File: src/rtl/stk_pkg.sv
package stk_pkg;
  localparam int STK_DATA_W = 16;
  localparam int STK_DEPTH  = 16;

  // Operation chosen for the current cycle
  typedef enum logic [1:0] {
    STK_IDLE = 2'd0,
    STK_PUSH = 2'd1,
    STK_POP  = 2'd2
  } stk_op_e;
endpackage

File: src/rtl/stk_ctrl.sv
module stk_ctrl
  import stk_pkg::*;
(
  input  logic    rst,
  input  logic    push_req,
  input  logic    pop_req,
  output stk_op_e op,
  output logic    wr_en,
  output logic    dn_en
);
  // Reset wins over both strobes, and pop wins over push.
  always_comb begin
    if (rst)           op = STK_IDLE;
    else if (pop_req)  op = STK_POP;
    else if (push_req) op = STK_PUSH;
    else               op = STK_IDLE;
  end

  assign wr_en = (op == STK_PUSH);
  assign dn_en = (op == STK_POP);
endmodule

File: src/rtl/stk_ptr.sv
module stk_ptr
  import stk_pkg::*;
#(
  parameter int DEPTH = STK_DEPTH,
  localparam int PTR_W = $clog2(DEPTH)
) (
  input  logic             clk,
  input  logic             rst,
  input  stk_op_e          op,
  output logic [PTR_W-1:0] sp,
  output logic [PTR_W-1:0] sp_up
);
  localparam logic [PTR_W-1:0] TOP_IDX = PTR_W'(DEPTH - 1);

  // Ring step forward: the highest index wraps to zero.
  function automatic logic [PTR_W-1:0] ring_up(input logic [PTR_W-1:0] p);
    return (p == TOP_IDX) ? '0 : p + 1'b1;
  endfunction

  // Ring step back: zero wraps to the highest index.
  function automatic logic [PTR_W-1:0] ring_down(input logic [PTR_W-1:0] p);
    return (p == '0) ? TOP_IDX : p - 1'b1;
  endfunction

  assign sp_up = ring_up(sp);

  always_ff @(posedge clk) begin
    if (rst) begin
      sp <= TOP_IDX;
    end else begin
      case (op)
        STK_PUSH: sp <= sp_up;
        STK_POP:  sp <= ring_down(sp);
        default:  sp <= sp;
      endcase
    end
  end


  ptr_reset_chk: assert property (@(posedge clk) rst |=> sp == TOP_IDX);
endmodule

File: src/rtl/stk_mem.sv
module stk_mem #(
  parameter int DATA_W = 16,
  parameter int DEPTH  = 16,
  localparam int ADDR_W = $clog2(DEPTH)
) (
  input  logic              clk,
  input  logic              we,
  input  logic [ADDR_W-1:0] waddr,
  input  logic [DATA_W-1:0] wdata,
  input  logic [ADDR_W-1:0] raddr,
  output logic [DATA_W-1:0] rdata
);
  logic [DATA_W-1:0] cells [DEPTH];

  // One register per entry; reset does not touch contents.
  for (genvar e = 0; e < DEPTH; e++) begin : g_cell
    always_ff @(posedge clk) begin
      if (we && (waddr == ADDR_W'(e))) cells[e] <= wdata;
    end
  end

  assign rdata = cells[raddr];
endmodule

File: src/rtl/hw_return_stack.sv
module hw_return_stack
  import stk_pkg::*;
#(
  parameter int DATA_W = STK_DATA_W,
  parameter int DEPTH  = STK_DEPTH,
  localparam int PTR_W = $clog2(DEPTH)
) (
  input  logic              clk,
  input  logic              rst,
  input  logic              push_i,
  input  logic [DATA_W-1:0] push_data_i,
  input  logic              pop_i,
  output logic [DATA_W-1:0] pop_data_o,
  output logic [PTR_W-1:0]  sp_o
);
  localparam logic [PTR_W-1:0] TOP_IDX = PTR_W'(DEPTH - 1);

  // Named internal events for the checks below
  stk_op_e          cur_op;
  logic             push_fire;
  logic             pop_fire;
  logic [PTR_W-1:0] wr_idx;

  stk_ctrl u_ctrl (
    .rst      (rst),
    .push_req (push_i),
    .pop_req  (pop_i),
    .op       (cur_op),
    .wr_en    (push_fire),
    .dn_en    (pop_fire)
  );

  stk_ptr #(.DEPTH(DEPTH)) u_ptr (
    .clk   (clk),
    .rst   (rst),
    .op    (cur_op),
    .sp    (sp_o),
    .sp_up (wr_idx)
  );

  stk_mem #(.DATA_W(DATA_W), .DEPTH(DEPTH)) u_mem (
    .clk   (clk),
    .we    (push_fire),
    .waddr (wr_idx),
    .wdata (push_data_i),
    .raddr (sp_o),
    .rdata (pop_data_o)
  );


  push_step_chk: assert property (@(posedge clk) disable iff (rst)
    (push_i && !pop_i && sp_o != TOP_IDX) |=> sp_o == $past(sp_o) + 1'b1);

  push_lands_chk: assert property (@(posedge clk) disable iff (rst)
    (push_i && !pop_i) |=> pop_data_o == $past(push_data_i));

  pop_step_chk: assert property (@(posedge clk) disable iff (rst)
    (pop_i && sp_o != '0) |=> sp_o == $past(sp_o) - 1'b1);

  wrap_up_chk: assert property (@(posedge clk) disable iff (rst)
    (push_i && !pop_i && sp_o == TOP_IDX) |=> sp_o == '0);

  wrap_down_chk: assert property (@(posedge clk) disable iff (rst)
    (pop_i && sp_o == '0) |=> sp_o == TOP_IDX);

  one_op_chk: assert property (@(posedge clk) disable iff (rst)
    !(push_fire && pop_fire));

  idle_hold_chk: assert property (@(posedge clk) disable iff (rst)
    (!push_i && !pop_i) |=> ($stable(sp_o) && $stable(pop_data_o)));

  rst_blocks_push_chk: assert property (@(posedge clk)
    rst |-> !push_fire);
endmodule

File: config.mk
export PLATFORM = sky130hd
export DESIGN_NAME = hw_return_stack
export DESIGN_NICKNAME = d
export VERILOG_FILES = /design/src/rtl/stk_pkg.sv /design/src/rtl/stk_ctrl.sv /design/src/rtl/stk_ptr.sv /design/src/rtl/stk_mem.sv /design/src/rtl/hw_return_stack.sv
export SDC_FILE = /design/constraint.sdc
export NUM_CORES = 1
export LEC_CHECK = 0
export BUFFER_PORTS_ARGS = -buffer_cell sky130_fd_sc_hd__buf_4
export CAP_MARGIN = 10
export CORE_MARGIN = 2
export CORE_UTILIZATION = 30
export CTS_CLUSTER_SIZE = 10
export DETAILED_ROUTE_END_ITERATION = 10
export PLACE_DENSITY_LB_ADDON = 0.3
export SLEW_MARGIN = 15
export SYNTH_ARGS = -nofsm -noshare
export SYNTH_HDL_FRONTEND = slang
export SYNTH_HIERARCHICAL = 1
export SYNTH_SLANG_ARGS = --single-unit
File: constraint.sdc
create_clock -name clk -period 9.99 [get_ports clk]
set_clock_uncertainty 0.2 [all_clocks]
set_input_delay 2.997 -clock clk [delete_from_list [all_inputs] [get_ports clk]]
set_output_delay 2.997 -clock clk [all_outputs]
set_load 0.01 [all_outputs]
* Word level (Yosys, flattened, before mapping)
Memory sizes are Yosys's and may differ from the RTL's. A register that Yosys moved wholly into a read port is not among the register bits.
Index checks and enable logic that the tools add are counted.
** Operators by class
- Reduce and logical (&&, ||, !) cells :: 34
- Equal/unequal tests :: 18
- Multiplexer cells :: 85
- Add/sub/neg operators :: 2
** Operator list (number)
- two-way mux 16 bit :: 15
- OR reduction 16 bit :: 15
- two-way mux 4 bit :: 19
- two-way mux 1 bit :: 48
- equality test 4 bit, second input constant :: 9
- equality test 4 x 3 -> 1 bit, second input constant :: 4
- logical AND 1 bit :: 16
- equality test 4 x 2 -> 1 bit, second input constant :: 2
- zero test 4 bit :: 2
- one-hot mux 4 bit (2 select lines) :: 1
- adder 4 x 1 -> 4 bit, second input constant :: 1
- equality test 4 x 1 -> 1 bit, second input constant :: 1
- two-way mux 2 bit :: 2
- subtractor 4 x 1 -> 4 bit, second input constant :: 1
- equality test 2 x 1 -> 1 bit, second input constant :: 1
- equality test 2 bit, second input constant :: 1
- nonzero test 2 bit :: 1
** Storage, ports and cells
- Register bits after elaboration :: 4
- Memories :: 1
- Output and inout port bits :: 20
- Input bits :: 20
- Word-level logic and storage cells :: 141
- RAM bits :: 256
** Memory list
- u_mem.cells :: depth 16, bits a word 16, read ports 1, clocked after memory_dff 1, write ports 1, RTL line stk_mem.sv:13 : logic [DATA_W-1:0] cells [DEPTH];

* Logic depth before layout (Yosys ltp)
- Depth after elaboration :: 23
- Gate-level depth with buffers :: 7
- Mapped depth without buffers :: 7

* Modules after synthesis
Netlist, hierarchy kept.
** By module, submodules not included
- stk_mem :: area an instance 9768.1 µm², times used 1, sequential area each 7687.4 µm², cells each 416
- stk_ptr :: area an instance 317.8 µm², times used 1, sequential area each 80.1 µm², cells each 37
- stk_ctrl :: area an instance 27.5 µm², times used 1, sequential area each 0.0 µm², cells each 4

* Least setup slack after synthesis
OpenSTA, ideal clock, no wires.
- Path type :: input to register
- Start point :: in pop_i
- End point :: mem u_mem.cells[0][0], enable pin
- Arrival :: 4.971 ns
- Setup time :: 0.409 ns
- Buffers on the path :: 0
- Stages :: 3
- Slack :: 4.410 ns
- Required time :: 9.381 ns
- Cell sequence :: nor3b_1 > or3b_2 > nor3_1
** Between the ends
- Word-level cells in the longest chain between the ends :: 22
- Elaborated cells on any way between the ends :: 96
- Classes of those cells :: eq/ne (1); mux (64); reduce/logical (31)
** Ends and longest elaborated chain
- start, declared :: RTL line hw_return_stack.sv:12 : input logic pop_i,
- two-way mux 2 bit * :: RTL line stk_ctrl.sv:14 : else if (pop_req) op = STK_POP;
- two-way mux 2 bit * :: RTL line stk_ctrl.sv:13 : if (rst) op = STK_IDLE;
- equality test 2 x 1 -> 1 bit * :: RTL line stk_ctrl.sv:19 : assign wr_en = (op == STK_PUSH);
- logical AND 1 bit :: RTL line stk_mem.sv:18 : if (we && (waddr == ADDR_W'(e))) cells[e] <= wdata;
- two-way mux 1 bit :: RTL line stk_mem.sv:18
- two-way mux 1 bit (not written as such) :: RTL line stk_mem.sv:18
- OR reduction 16 bit (no line)
- two-way mux 4 bit (no line) or two-way mux 1 bit (tied branches) (15 in a row)
- end, declared :: RTL line stk_mem.sv:13
Every way passes the cells marked *; elsewhere a longest branch is shown, timed or not.

==> flow_summary.yaml <==
global_route:
  first_global_vias: 5093
  gr-total-overflow: 0
  grt.busiest_layer: "met2"
  grt_use_met2: 0.209
  met3_usage: 0.0234
  grt_max_degree: 55
  grt_usage: 0.127
  grt_pass1_wl_microns: 33200
  grt_use_met1: 0.178
  antenna_found_initial: 0
synthesis:
  syn_avg_cell_area_sq_um: 22.2
  yosysWarnings: 6
  synthesis.area_sq_um: 10100
  syn-instance-count: 456
  syn_nets: 479
sta:
  setup-tns-final_ns: 0
  period_share: 0.614
  fmax_ghz: 0.163
  rsz0062_at_grt: "false"
  slew_headroom: 0.225
  setup_viol_count_final: 0
  hold_violations: 0
  finalCriticalPeriod_ns: 6.14
  tightest_slew_ns: 1.16
  slew_viol_final: 0
clock_network:
  cts-root-buf: "clkbuf_16"
  htreeDepth: 1
  hold_buffers: 0
  cts.sinks: 260
  cts_tree: "done"
  cts_setup_buffers: 0
  post_cts_resized: 0
  clockBufferDepth: 3
  clk_latency_ns: 0.54
  numCtsBuffers: 30
  clk_pin_slew_ns: 0.05
route:
  drt_first_pass_iters: 4
  vias: 4844
  drtIter0Drc: 401
  drc: 0
  postRouteAntennaNets: 0
  wl_microns: 22300
  wl_per_cell_microns: 22.8
  avgViaCountPerCell: 4.97
floorplan:
  die_width_microns: 188
  core_area_sq_um: 33400
  fp.dieH_microns: 188
  die_area_sq_um: 35200
  pin_count: 40
  rows: 67
  initial_core_util: 0.303
placed_design:
  placed_area_sq_um: 11000
  place_congestion: 0.676
  port_buffers: 39
  dp_hpwl_microns: 12500
pwr:
  pwr-share-seq: 0.516
  p_leak_nw: 3.80
  intPower_w: 0.00186
  power.density_nw_per_um2: 201
  p_sw_frac: 0.217
  p_clk_frac: 0.387
  p_switching_w: 0.000517
  p_comb_frac: 0.096
  vdd_drop_max_mv: 0.0916
layout:
  final_area_sq_um: 11800
  drive_gt1_frac: 0.313
  final_nets: 546
  syn2layout_area_growth_pct: 16.7
  n_antenna_cell: 0
  num-fill-cells: 3127
worst_setup_path:
  timing_worst_setup_path_type: "flip-flop to output pin"
  path_delay_family: "buffers and inverters"
  crit_path_max_incr_delay_ns: 0.64
  cp-end-kind: "output pin"
  critPathMaxFanout: 54
  cp.arrival_ns: 2.94
  critPathLaunchType: "flip-flop"
  cp_slowest_cell: "buf_6"
  path_buf_inv: 2
  crit_path_cell_trace: "buf_6 > mux4_1 > a22oi_1 > nand2_1 > buf_4"
  critPathRequiredTime_ns: 6.79
status:
  status: "completed"
hold_path:
  hold_path_class: "flip-flop to flip-flop"
run:
  maxCapViolCount: 0
[per-layer routing]
layer	wire length [microns]	vias to the layer above	part of all wire
met3	1250	26	0.056
met4	305	0	0.014
met5	0	-	0
met1	9630	2629	0.43
li1	-	2052	-
met2	11100	137	0.50
[through the flow]
stage | total power [W] | util | setup slack [ns] | instances | hold WS (ns)
6_report | 0.00238 | 0.353 | 3.85 | 975 | 0.545
5_1_grt | 0.00246 | 0.353 | 3.58 | 975 | 0.587
4_1_cts | 0.00241 | 0.353 | 3.49 | 975 | 0.552
3_5_place_dp | 0.00148 | 0.329 | 4.07 | 939 | 0.530
3_3_place_gp | 0.00148 | 0.329 | 4.07 | 939 | 0.514
2_1_floorplan | 0.00139 | - | 4.41 | 456 | 0.427
[final timing paths]
| kind | startpoint | to | slack [ns] | cells after the start |
|---|---|---|---|---|
| max | u_ptr/sp[0] | pop_data_o[4] | 3.85 | 5 |
| min | u_ptr/sp[2] | u_ptr/sp[2] | 0.54 | 2 |
| max reg2reg | u_ptr/sp[1] | u_mem/cells[0][14] | 6.59 | 6 |
| min reg2reg | u_ptr/sp[2] | u_ptr/sp[2] | 0.54 | 2 |
[registers in the layout (all words and copies together) (netlist names)]
name and count:
u_mem/cells 256, u_ptr/sp 4
[tightest hold or removal path: cells and delay by family, from the launching register on]
kind	cells	cell delay (ns)
flip-flops	1	0.46
XOR/XNOR	1	0.20
AND/OR/NAND/NOR	1	0.06
[power by group through the flow]
| stage | clock network, W | registers (W) | logic, W |
|---|---|---|---|
| CTS | 0.000945 | 0.00123 | 0.000236 |
| finish | 0.000920 | 0.00123 | 0.000229 |
| global route | 0.000985 | 0.00123 | 0.000249 |
| detailed placement | 0 | 0.00125 | 0.000235 |
| floorplan | 0 | 0.00124 | 0.000147 |
| global placement | 0 | 0.00125 | 0.000232 |
[final cells by class]
type,instances,area [sq um],share of cell area
well taps,448,561,0.0475
repair buffers,57,432,0.0366
multi-input cells,171,2220,0.188
flip-flops and latches,260,7770,0.659
clock inverters,2,11.3,0.000955
inverters,3,11.3,0.000955
clock buffers,34,787,0.0667
[cells in the final DEF (no fill, tap or decap), drive strengths merged, types with 2 or more instances in the layout]
cell	instances
a22oi	32
a31oi	4
buf	57
clkbuf	34
dfxtp	4
edfxtp	256
ha	3
inv	3
mux4	64
nand2	19
nand2b	6
nand3b	3
nor2	15
nor2b	3
nor3	4
nor3b	3
xor2	2
Power figures use the tool's default switching activity.
